<file path="src/rtl/stc_pkg.sv">
package stc_pkg;

    typedef enum logic [1:0] {
        G_SLOW = 2'd0,
        G_FAST = 2'd1,
        G_HELD = 2'd2
    } gain_st_t;

    typedef enum logic {
        A_TRACK  = 1'b0,
        A_SETTLE = 1'b1
    } afc_st_t;

endpackage

</file>
<file path="src/rtl/stc_gain_fsm.sv">
module stc_gain_fsm
    import stc_pkg::*;
#(
    parameter int ERR_W    = 10,
    parameter int LOCK_THR = 128
) (
    input  logic                    clk,
    input  logic                    rst_n,
    input  logic                    preamble,
    input  logic                    err_valid,
    input  logic signed [ERR_W-1:0] phase_err,
    output logic                    fast
);

    localparam logic [ERR_W:0] THR = (ERR_W+1)'(LOCK_THR);

    gain_st_t        st, st_n;
    logic [ERR_W:0]  mag;
    logic            near_lock;

    always_comb begin
        mag       = phase_err[ERR_W-1] ? -{phase_err[ERR_W-1], phase_err}
                                       : {1'b0, phase_err};
        near_lock = err_valid && (mag < THR);
    end

    always_ff @(posedge clk or negedge rst_n) begin
        if (!rst_n) st <= G_SLOW;
        else        st <= st_n;
    end

    always_comb begin
        st_n = st;
        unique case (st)
            G_SLOW: if (preamble)       st_n = G_FAST;
            G_FAST: if (!preamble)      st_n = G_SLOW;
                    else if (near_lock) st_n = G_HELD;
            G_HELD: if (!preamble)      st_n = G_SLOW;
            default:                    st_n = G_SLOW;
        endcase
    end

    always_comb fast = (st == G_FAST);

    p_slow_without_preamble_r5: assert property (@(posedge clk) disable iff (!rst_n)
        !preamble |=> !fast);

    p_lock_leaves_fast_r4: assert property (@(posedge clk) disable iff (!rst_n)
        (fast && preamble && near_lock) |=> !fast);

endmodule

</file>
<file path="src/rtl/stc_afc_ctrl.sv">
module stc_afc_ctrl
    import stc_pkg::*;
#(
    parameter int ERR_W     = 10,
    parameter int FREQ_W    = 12,
    parameter int FAST_LG   = 2,
    parameter int SLOW_LG   = 4,
    parameter int AFC_DELAY = 8
) (
    input  logic                     clk,
    input  logic                     rst_n,
    input  logic                     afc_en,
    input  logic                     preamble,
    input  logic                     err_valid,
    input  logic signed [ERR_W-1:0]  phase_err,
    input  logic                     slot_switch,
    output logic                     clr,
    output logic                     upd,
    output logic signed [FREQ_W-1:0] avg
);

    localparam int SUM_W = ERR_W + SLOW_LG + 1;
    localparam int CNT_W = SLOW_LG + 1;
    localparam int DLY_W = $clog2(AFC_DELAY + 1);
    localparam logic [CNT_W-1:0] FAST_N = CNT_W'(1 << FAST_LG);
    localparam logic [CNT_W-1:0] SLOW_N = CNT_W'(1 << SLOW_LG);
    localparam logic [DLY_W-1:0] DLY    = DLY_W'(AFC_DELAY);

    afc_st_t                  st, st_n;
    logic [DLY_W-1:0]         wcnt, wcnt_n;
    logic                     trig_q;
    logic signed [SUM_W-1:0]  sum, sum_n, sum_nx, shifted;
    logic [CNT_W-1:0]         cnt, cnt_n, cnt_inc;
    logic                     trig, take, full;

    always_ff @(posedge clk or negedge rst_n) begin
        if (!rst_n) begin
            st     <= A_TRACK;
            wcnt   <= '0;
            trig_q <= 1'b0;
            sum    <= '0;
            cnt    <= '0;
        end else begin
            st     <= st_n;
            wcnt   <= wcnt_n;
            trig_q <= trig;
            sum    <= sum_n;
            cnt    <= cnt_n;
        end
    end

    always_comb begin
        trig    = afc_en && preamble;
        clr     = trig && !trig_q;
        sum_nx  = sum + SUM_W'(phase_err);
        cnt_inc = cnt + 1'b1;
        take    = (st == A_TRACK) && afc_en && err_valid && !clr && !slot_switch;
        full    = preamble ? (cnt_inc >= FAST_N) : (cnt_inc >= SLOW_N);
        upd     = take && full;
        shifted = preamble ? (sum_nx >>> FAST_LG) : (sum_nx >>> SLOW_LG);
        avg     = FREQ_W'(shifted);

        st_n   = st;
        wcnt_n = wcnt;
        unique case (st)
            A_TRACK: begin
                if (clr) begin
                    st_n   = A_SETTLE;
                    wcnt_n = DLY;
                end
            end
            A_SETTLE: begin
                if (clr) begin
                    wcnt_n = DLY;
                end else begin
                    if (wcnt == DLY_W'(1)) st_n = A_TRACK;
                    wcnt_n = wcnt - 1'b1;
                end
            end
            default: st_n = A_TRACK;
        endcase

        if (clr || slot_switch || upd) begin
            sum_n = '0;
            cnt_n = '0;
        end else if (take) begin
            sum_n = sum_nx;
            cnt_n = cnt_inc;
        end else begin
            sum_n = sum;
            cnt_n = cnt;
        end
    end

    p_clear_enters_settle_r6: assert property (@(posedge clk) disable iff (!rst_n)
        clr |=> (st == A_SETTLE) && (cnt == '0));

    p_window_bounded_r7: assert property (@(posedge clk) disable iff (!rst_n)
        cnt < SLOW_N);

endmodule

</file>
<file path="src/rtl/stc_slot_bank.sv">
module stc_slot_bank #(
    parameter int PHASE_W = 10,
    parameter int FREQ_W  = 12,
    parameter int ERR_W   = 10,
    parameter int SLOTS   = 4,
    parameter int SEL_W   = $clog2(SLOTS)
) (
    input  logic                     clk,
    input  logic                     rst_n,
    input  logic [SEL_W-1:0]         slot_sel,
    input  logic                     err_valid,
    input  logic                     rec_en,
    input  logic signed [ERR_W-1:0]  phase_err,
    input  logic                     fast,
    input  logic                     afc_clr,
    input  logic                     afc_upd,
    input  logic signed [FREQ_W-1:0] afc_avg,
    output logic                     slot_switch,
    output logic [PHASE_W-1:0]       dpll_phase,
    output logic signed [FREQ_W-1:0] afc_freq,
    output logic [SEL_W-1:0]         active_slot
);

    logic [PHASE_W-1:0]        ph, ph_n, err_ext, step;
    logic signed [FREQ_W-1:0]  fr, fr_n;
    logic [SEL_W-1:0]          act;
    logic                      apply;
    logic [PHASE_W-1:0]        ctx_ph [SLOTS];
    logic signed [FREQ_W-1:0]  ctx_fr [SLOTS];

    always_comb begin
        slot_switch = (slot_sel != act);
        apply       = err_valid && rec_en && !slot_switch;
        err_ext     = PHASE_W'(phase_err);
        step        = fast ? (err_ext << 2) : err_ext;
        if (slot_switch) begin
            ph_n = ctx_ph[slot_sel];
            fr_n = afc_clr ? '0 : ctx_fr[slot_sel];
        end else begin
            ph_n = apply ? (ph + PHASE_W'(fr) + step) : ph;
            if (afc_clr)      fr_n = '0;
            else if (afc_upd) fr_n = fr + afc_avg;
            else              fr_n = fr;
        end
    end

    always_ff @(posedge clk or negedge rst_n) begin
        if (!rst_n) begin
            ph  <= '0;
            fr  <= '0;
            act <= '0;
        end else begin
            ph  <= ph_n;
            fr  <= fr_n;
            act <= slot_sel;
        end
    end

    for (genvar g = 0; g < SLOTS; g++) begin : g_ctx
        always_ff @(posedge clk or negedge rst_n) begin
            if (!rst_n) begin
                ctx_ph[g] <= '0;
                ctx_fr[g] <= '0;
            end else if (slot_switch && (act == SEL_W'(g))) begin
                ctx_ph[g] <= ph;
                ctx_fr[g] <= fr;
            end
        end
    end

    always_comb begin
        dpll_phase  = ph;
        afc_freq    = fr;
        active_slot = act;
    end

    p_switch_adopts_sel_r9: assert property (@(posedge clk) disable iff (!rst_n)
        slot_switch |=> (active_slot == $past(slot_sel)));

    p_switch_saves_old_r9: assert property (@(posedge clk) disable iff (!rst_n)
        slot_switch |=> (ctx_ph[$past(act)] == $past(ph)));

endmodule

</file>
<file path="src/rtl/stc_rx_route.sv">
module stc_rx_route #(
    parameter int LANES = 3
) (
    input  logic             chan_sel,
    input  logic [LANES-1:0] ch1_rx,
    input  logic [LANES-1:0] ch2_rx,
    output logic [LANES-1:0] rx_out
);

    for (genvar g = 0; g < LANES; g++) begin : g_lane
        always_comb rx_out[g] = chan_sel ? ch2_rx[g] : ch1_rx[g];
    end

endmodule

</file>
<file path="src/rtl/symbol_timing_ctrl.sv">
module symbol_timing_ctrl #(
    parameter int PHASE_W   = 10,
    parameter int ERR_W     = 10,
    parameter int FREQ_W    = 12,
    parameter int SLOTS     = 4,
    parameter int LOCK_DIV  = 8,
    parameter int FAST_LG   = 2,
    parameter int SLOW_LG   = 4,
    parameter int AFC_DELAY = 8,
    parameter int LANES     = 3,
    localparam int SEL_W    = $clog2(SLOTS)
) (
    input  logic               clk,
    input  logic               rst_n,
    input  logic [SEL_W-1:0]   slot_sel,
    input  logic               preamble,
    input  logic               afc_en,
    input  logic               rec_en,
    input  logic               err_valid,
    input  logic [ERR_W-1:0]   phase_err,
    input  logic               chan_sel,
    input  logic [LANES-1:0]   ch1_rx,
    input  logic [LANES-1:0]   ch2_rx,
    output logic [LANES-1:0]   rx_out,
    output logic [PHASE_W-1:0] dpll_phase,
    output logic [FREQ_W-1:0]  afc_freq,
    output logic               fast_mode,
    output logic [SEL_W-1:0]   active_slot
);

    localparam int LOCK_THR = (1 << PHASE_W) / LOCK_DIV;

    logic signed [ERR_W-1:0]  err_s;
    logic                     slot_switch, afc_clr, afc_upd;
    logic signed [FREQ_W-1:0] afc_avg, fr_s;

    always_comb err_s = $signed(phase_err);

    stc_gain_fsm #(.ERR_W(ERR_W), .LOCK_THR(LOCK_THR)) u_gain (
        .clk       (clk),
        .rst_n     (rst_n),
        .preamble  (preamble),
        .err_valid (err_valid),
        .phase_err (err_s),
        .fast      (fast_mode)
    );

    stc_afc_ctrl #(
        .ERR_W(ERR_W), .FREQ_W(FREQ_W), .FAST_LG(FAST_LG),
        .SLOW_LG(SLOW_LG), .AFC_DELAY(AFC_DELAY)
    ) u_afc (
        .clk         (clk),
        .rst_n       (rst_n),
        .afc_en      (afc_en),
        .preamble    (preamble),
        .err_valid   (err_valid),
        .phase_err   (err_s),
        .slot_switch (slot_switch),
        .clr         (afc_clr),
        .upd         (afc_upd),
        .avg         (afc_avg)
    );

    stc_slot_bank #(
        .PHASE_W(PHASE_W), .FREQ_W(FREQ_W), .ERR_W(ERR_W), .SLOTS(SLOTS)
    ) u_bank (
        .clk         (clk),
        .rst_n       (rst_n),
        .slot_sel    (slot_sel),
        .err_valid   (err_valid),
        .rec_en      (rec_en),
        .phase_err   (err_s),
        .fast        (fast_mode),
        .afc_clr     (afc_clr),
        .afc_upd     (afc_upd),
        .afc_avg     (afc_avg),
        .slot_switch (slot_switch),
        .dpll_phase  (dpll_phase),
        .afc_freq    (fr_s),
        .active_slot (active_slot)
    );

    always_comb afc_freq = fr_s;

    stc_rx_route #(.LANES(LANES)) u_route (
        .chan_sel (chan_sel),
        .ch1_rx   (ch1_rx),
        .ch2_rx   (ch2_rx),
        .rx_out   (rx_out)
    );

    p_phase_hold_r3: assert property (@(posedge clk) disable iff (!rst_n)
        (!rec_en && !slot_switch) |=> $stable(dpll_phase));

    p_freq_hold_r8: assert property (@(posedge clk) disable iff (!rst_n)
        (!afc_en && !slot_switch) |=> $stable(afc_freq));

    p_clear_zeroes_r6: assert property (@(posedge clk) disable iff (!rst_n)
        afc_clr |=> (afc_freq == '0));

endmodule

</file>
<file path="config.mk">
export PLATFORM = sky130hd
export DESIGN_NAME = symbol_timing_ctrl
export DESIGN_NICKNAME = d
export VERILOG_FILES = /design/src/rtl/stc_pkg.sv /design/src/rtl/stc_gain_fsm.sv /design/src/rtl/stc_afc_ctrl.sv /design/src/rtl/stc_slot_bank.sv /design/src/rtl/stc_rx_route.sv /design/src/rtl/symbol_timing_ctrl.sv
export SDC_FILE = /design/constraint.sdc
export NUM_CORES = 1
export LEC_CHECK = 0
export ABC_CLOCK_PERIOD_IN_PS = 10720
export BUFFER_PORTS_ARGS = -buffer_cell sky130_fd_sc_hd__buf_4
export CAP_MARGIN = 20
export CELL_PAD_IN_SITES_DETAIL_PLACEMENT = 0
export CELL_PAD_IN_SITES_GLOBAL_PLACEMENT = 1
export CORE_MARGIN = 1
export CORE_UTILIZATION = 25
export CTS_BUF_LIST = sky130_fd_sc_hd__clkbuf_8 sky130_fd_sc_hd__clkbuf_16
export CTS_CLUSTER_SIZE = 25
export DETAILED_ROUTE_END_ITERATION = 10
export PLACE_DENSITY_LB_ADDON = 0.12
export SYNTH_ARGS = -nofsm -noshare
export SYNTH_HDL_FRONTEND = slang
export SYNTH_SLANG_ARGS = --single-unit
</file>
<file path="constraint.sdc">
create_clock -name clk -period 10.72 [get_ports clk]
set_input_delay 3.216 -clock clk [delete_from_list [all_inputs] [get_ports clk]]
set_output_delay 3.216 -clock clk [all_outputs]
set_load 0.005 [all_outputs]
</file>
* After elaboration in Yosys (flattened, before gate mapping)
Index checks and enable logic that the tools add are counted.
** Cells by class
- $add $sub $neg :: 7
- Order comparisons :: 4
- Equality and inequality tests :: 11
- Mux-type cells :: 35
- Bitwise operators :: 2
- Reductions and logical operators :: 25
** Operators by type and width (number)
- $mux 12 :: 7
- $mux 10 :: 5
- $mux 15 :: 2
- $bmux 12 s2 :: 1
- $add 10x10->10 :: 2
- $bmux 10 s2 :: 1
- $add 15x10->15 :: 1
- $logic_and 1x1->1 :: 14
- $add 12x12->12 :: 1
- $lt 11x8->1 const B :: 1
- $mux 11 :: 1
- $neg 11->11 :: 1
- $mux 5 :: 2
- $mux 2 :: 4
- $mux 4 :: 2
- $pmux 4 s2 :: 1
- $mux 1 :: 7
- $eq 2x2->1 const B :: 3
- $pmux 2 s3 :: 1
- $add 5x1->5 const B :: 1
- $ge 5x3->1 const B :: 1
- $ge 5x5->1 const B :: 1
- $eq 2x1->1 const B :: 2
- $eq 4x1->1 const B :: 1
- 15 further kinds :: 21
** Storage, ports and cells
- Register bits :: 140
- Logic and storage cells :: 101

* Depth between registers and ports, before layout
- Word-level depth :: 9
- Depth in mapped cells :: 19
- Gate-level depth less buffers :: 19

* Hierarchy
Synthesis repeated with hierarchy kept, for this count alone.
** Unflattened totals
- Cell total of the unflattened synthesis :: 711
- Area total of the unflattened synthesis :: 8343.0 um2
** By module, submodules not included
- stc_slot_bank :: instances 1, cells an instance 480, area an instance 6199.7 um2, seq. area each 2802.7 um2
- stc_afc_ctrl :: instances 1, cells an instance 213, area an instance 1970.6 um2, seq. area each 650.6 um2
- stc_gain_fsm :: instances 1, cells an instance 15, area an instance 138.9 um2, seq. area each 50.0 um2
- stc_rx_route :: instances 1, cells an instance 3, area an instance 33.8 um2, seq. area each 0.0 um2

* Worst setup path after synthesis
OpenSTA, ideal clock, no wires.
- Path kind :: input to register
- Start :: in phase_err[0]
- End :: reg u_bank.fr[11], in the netlist u_bank.afc_freq[11]
- Setup time :: 87 ps
- Arrival time :: 6749 ps
- Required time :: 10633 ps
- Slack :: 3884 ps
- Stages on the path :: 18
- Path buffers :: 0
- Cells stage by stage :: ha_1 -> fa_1 -> a21oi_1 -> o2111ai_2 -> a21o_1 -> a21oi_1 -> xnor2_1 -> nand2_1 -> nand2_1 -> ha_1 -> or4_1 -> a311oi_1 -> o21bai_1 -> a21o_1 -> a211o_1 -> a21oi_2 -> xnor2_1 -> a211oi_2
** Between the ends
- Longest elaborated chain between the ends :: 6
** RTL lines
- from (decl) :: RTL line symbol_timing_ctrl.sv:20 : input logic [ERR_W-1:0] phase_err,
- $add 15x10->15 :: RTL line stc_afc_ctrl.sv:55 : sum_nx = sum + SUM_W'(phase_err);
- $mux 12 :: RTL line stc_afc_ctrl.sv:60 : shifted = preamble ? (sum_nx >>> FAST_LG) : (sum_nx >>> SLOW_LG);
- $add 12x12->12 :: RTL line stc_slot_bank.sv:42 : else if (afc_upd) fr_n = fr + afc_avg;
- $mux 12 :: RTL line stc_slot_bank.sv:42
- $mux 12 :: RTL line stc_slot_bank.sv:41 : if (afc_clr) fr_n = '0;
- $mux 12 :: RTL line stc_slot_bank.sv:36 : if (slot_switch) begin
- to (signal assigned) :: RTL line stc_slot_bank.sv:54 : fr <= fr_n;
- to (decl) :: RTL line stc_slot_bank.sv:25 : logic signed [FREQ_W-1:0] fr, fr_n;
Every way passes these cells. The select of a mux whose other input is x is not followed.
A chain may end at the register's enable or synchronous reset.

* Final worst setup path
- Start :: in chan_sel
- End :: out rx_out[2]
** Between the ends
- Longest elaborated chain between the ends :: 1
** RTL lines
- from (decl) :: RTL line symbol_timing_ctrl.sv:21 : input logic chan_sel,
- $mux 1 :: RTL line stc_rx_route.sv:11 : always_comb rx_out[g] = chan_sel ? ch2_rx[g] : ch1_rx[g];
- to (decl) :: RTL line symbol_timing_ctrl.sv:24 : output logic [LANES-1:0] rx_out,
Every way passes these cells.

==> results.md <==
- The run finished with clean final reports.
- The mean instance size in the synthesized netlist is 10.7 µm².
- The worst supply voltage drop on vdd is 0.116 mV.
- By startpoint and endpoint, the worst setup path is classified as in -> out.
- The starting density of the core is 25.4%.
- Summed over all cells, the static leakage comes to 4.35 nW.
- Once detail routing completed, the nets flagged for antenna violations numbered 0.
- The first global-routing pass estimated 36600 µm of wire.
- The number of register bits inferred by synthesis is 140.
- The startpoint of the most critical setup path is chan_sel.
- The area of the die is 32600 µm².
- The synthesized netlist occupies a cell area of 7980 µm².
- For this run, the number of Yosys warnings is 0.
- Counting tap cells, the placed design contains a total of 1177 instances.
- For this run, the total global-route usage over all layers was measured as 14.8%.
- The nature of the critical path startpoint is a primary input.
- The count of different cell masters after synthesis is 53.
- From left edge to right edge, the die measures 181 µm.
- The root cell of the clock tree is sky130_fd_sc_hd__clkbuf_16.
- The number of top-level design ports is 53.
- The detailed router placed 5719 vias in this run.
- In this run, synthesis inferred 0 flip-flops with an integrated enable.
- Data arrives at the worst endpoint at 3.77 ns.
- The worst register-to-register path begins at u_afc.sum[1].
- The power after layout is 2.23 mW.
- The post-route minimum period is 6.99 ns.
- The residual DRC count is 0.
- The die span in y is 181 µm.
- Adding up every negative setup slack in the final design gives 0 ns.
- Cells with a size suffix above 1 make up 22.1% of the layout.
- The wire length reported by the detailed router is 22700 µm.
- The via count of the first global-routing pass is 6100.
- The largest fanout on the critical path is 3.
- The overall overflow remaining after global route is 0.
- The number of buffers created by CTS is 17.
- The initial antenna violation count came to 0.
- The count of cells resized by post-cts repair is 0.
- The tool flagged a number of max-cap violations equal to 0.
- The H-tree generated during clock tree synthesis spans 4 levels.
- In the routed layout, each cell is associated on average with a via count of 4.73.
- At the end of the flow, the number of nets in the layout was 868.
- After clock tree synthesis, the clock-pin slew on the worst setup and hold paths is 0.06 ns.
- The summed area of non-filler cells in the final layout is 9440 µm².
- The final count of hold timing violations is 0.
- The area of the placeable core is 31500 µm².
- The HPWL after detailed placement is 15800 µm.
- At the pin with the least slew margin, the transition time is 0.940 ns.
- The area growth from synthesis to layout is 18.3%.
- The number of buffers on the longest clock path is 2.
- Hold repair after CTS inserted 0 buffers.
- The number of DRC violations after detailed-routing iteration 0 is 322.
- The relative slew slack is 37.2%.
- Clock skew on the completed layout was measured at 0.0129 ns.
- The maximum number of pins on one net before global-route repair is 73.
- The post-CTS setup buffer count is 0.
- The tightest min-delay check is of the reg -> reg type.
- The final setup violation count is 0.
- The routed wire length per instance is 18.8 µm.
- The routability congestion estimate is 0.773.
- For the worst-skew pair, the clock arrives at the later sink with an insertion delay of 0.43 ns.
- The number of detailed-routing iterations run before antenna repair is 4.
- The share of the clock period used by the worst path after layout is 65.2%.
- The count of cells in the finished layout, fillers not included, comes to 1209.
- The highest attainable clock frequency is 0.143 GHz.
- Once placement finished, the instance area stood at 8850 µm².
- The instance count of the mapped netlist is 746.
- The most used flip-flop cell after synthesis is sky130_fd_sc_hd__dfrtp_1.
- In this run the power density over the cells is 236 nW/µm².
- The register-to-register setup slack is 6.27 ns.
- The path depth of the worst reg2reg path is 19.
- In this run the core area contains 65 standard-cell rows.
- The repair_antennas step left the layout with diodes totalling 0.
- Of the synthesized area, sequential elements account for 43.9%.
- In this run the tool buffered the top-level ports with 52 buffer cells.
- The net count of the mapped netlist is 820.
- Setup repair after global routing left no endpoint under its margin.
- The share of async-settable or async-resettable flops after synthesis is 100%.
- The clock net sink count is 140.
- The termination of the worst setup path is rx_out[2].
- In this run the critical register-to-register path is captured at u_bank.afc_freq[11].
- The CTS tree is done.
- The number of max-slew violations in the final report came to 0.
- The worst endpoint required time is 7.50 ns.
- STA classifies the critical path endpoint as an output port.
stage by stage:
step	utilization, %	setup WS (ns)	hold WS [ns]
final	30.0	3.73	0.476
after global routing	30.0	3.44	0.504
after CTS	30.0	3.73	0.482
after detailed placement	28.1	3.34	0.466
after global placement	28.1	3.38	0.461
after floorplan	-	3.88	0.437
synth_stat cells, types with 2 or more instances:
cell / n / area (µm²)
sky130_fd_sc_hd__buf_1: 5 / 18.8
sky130_fd_sc_hd__inv_1: 50 / 188
sky130_fd_sc_hd__mux2_1: 17 / 191
sky130_fd_sc_hd__o21ai_0: 37 / 185
sky130_fd_sc_hd__and2_1: 3 / 18.8
sky130_fd_sc_hd__a21oi_1: 28 / 140
sky130_fd_sc_hd__nand2_1: 82 / 308
sky130_fd_sc_hd__and3_1: 2 / 12.5
sky130_fd_sc_hd__a311oi_1: 2 / 17.5
sky130_fd_sc_hd__a31oi_1: 6 / 37.5
sky130_fd_sc_hd__o21ai_1: 26 / 130
sky130_fd_sc_hd__xor2_1: 10 / 87.6
sky130_fd_sc_hd__o211ai_1: 3 / 22.5
sky130_fd_sc_hd__mux2_2: 49 / 552
sky130_fd_sc_hd__a211oi_1: 13 / 97.6
sky130_fd_sc_hd__a21o_1: 9 / 67.6
sky130_fd_sc_hd__a22o_1: 13 / 114
sky130_fd_sc_hd__or3_1: 2 / 12.5
sky130_fd_sc_hd__fa_1: 12 / 240
sky130_fd_sc_hd__mux2i_1: 12 / 120
sky130_fd_sc_hd__nand2b_1: 4 / 25.0
sky130_fd_sc_hd__dfrtp_1: 140 / 3500
sky130_fd_sc_hd__mux4_2: 22 / 495
sky130_fd_sc_hd__nor2b_1: 4 / 25.0
sky130_fd_sc_hd__clkbuf_1: 29 / 109
sky130_fd_sc_hd__nor2_1: 49 / 184
sky130_fd_sc_hd__ha_1: 37 / 463
sky130_fd_sc_hd__nor3_1: 10 / 50.1
sky130_fd_sc_hd__a211o_1: 3 / 26.3
sky130_fd_sc_hd__or4_1: 2 / 15.0
sky130_fd_sc_hd__o21bai_1: 5 / 37.5
sky130_fd_sc_hd__xnor2_1: 25 / 219
sky130_fd_sc_hd__nand3_1: 11 / 55.1
sky130_fd_sc_hd__o31ai_1: 3 / 22.5
sky130_fd_sc_hd__nand3b_1: 3 / 22.5
metal layers:
metal / wire (µm) / up-vias / GRT usage, % / part of all wire (%)
met1: 11300 / 2920 / 20.1 / 50
met3: 392 / 14 / 2.57 / 1.7
met2: 10800 / 49 / 24.1 / 48
met4: 204 / 0 / 4.10 / 0.90
li1: - / 2736 / - / -
met5: 0 / - / 0 / 0
registers in the layout (all words and copies together), names as in the netlist:
signal and cells:
u_bank.ctx_fr 48, u_afc.sum 15, u_afc.st 1, u_afc.trig_q 1
u_bank.active_slot 2, u_bank.afc_freq 12, u_bank.dpll_phase 10, u_bank.ctx_ph 40
u_afc.wcnt 4, u_gain.st 2, u_afc.cnt 5
critical path, stage by stage:
cell and delay, ns:
sky130_fd_sc_hd__buf_4 0.10, sky130_fd_sc_hd__mux2_2 0.32, sky130_fd_sc_hd__buf_4 0.13
worst min path at each step:
stage	from	end	slack, ns	depth (start not counted)
finish	u_bank.ctx_fr[17]	u_bank.ctx_fr[17]	0.48	2
global route	u_bank.ctx_ph[18]	u_bank.ctx_ph[18]	0.50	2
CTS	u_bank.ctx_fr[12]	u_bank.ctx_fr[12]	0.48	2
detailed placement	u_afc.trig_q	u_afc.wcnt[3]	0.47	1
global placement	u_bank.ctx_ph[7]	u_bank.ctx_ph[7]	0.46	2
floorplan	u_afc.trig_q	u_afc.wcnt[3]	0.44	1
cell type report:
cell class | count | area [µm²]
inverter | 51 | 191
sequential | 140 | 3500
timing repair buffer | 63 | 480
multi-input combinational | 521 | 4180
clock buffer | 19 | 453
clock inverter | 13 | 134
tap | 402 | 503
fill | 3243 | 22000
kinds of logic (layout without fill, tap and decap cells):
| logic type | Yosys count | after routing | synth area share, % |
|---|---|---|---|
| flops | 140 | 140 | 43.9 |
| xor+xnor | 35 | 35 | 3.84 |
| simple gates | 177 | 177 | 9.56 |
| buf+inv | 85 | 146 | 4.00 |
| mux | 100 | 100 | 17.0 |
| compound gates | 160 | 160 | 12.9 |
| fa+ha+maj | 49 | 49 | 8.81 |
where the power goes:
part / total, mW / internal [mW] / switching, mW
logic: 0.776 / 0.395 / 0.381
clock network: 0.593 / 0.338 / 0.256
registers: 0.856 / 0.708 / 0.148
total: 2.23 / 1.44 / 0.785
layout by cell type (no fill, tap or decap), types with 17 or more instances in the layout:
| cell type | n |
|---|---|
| sky130_fd_sc_hd__ha_1 | 37 |
| sky130_fd_sc_hd__clkbuf_16 | 17 |
| sky130_fd_sc_hd__mux2_1 | 17 |
| sky130_fd_sc_hd__nor2_1 | 48 |
| sky130_fd_sc_hd__dfrtp_1 | 140 |
| sky130_fd_sc_hd__buf_4 | 61 |
| sky130_fd_sc_hd__o21ai_0 | 37 |
| sky130_fd_sc_hd__mux2_2 | 49 |
| sky130_fd_sc_hd__xnor2_1 | 25 |
| sky130_fd_sc_hd__mux4_2 | 22 |
| sky130_fd_sc_hd__a21oi_1 | 28 |
| sky130_fd_sc_hd__nand2_1 | 82 |
| sky130_fd_sc_hd__o21ai_1 | 26 |
| sky130_fd_sc_hd__inv_1 | 50 |
Power figures use the tool's default switching activity.
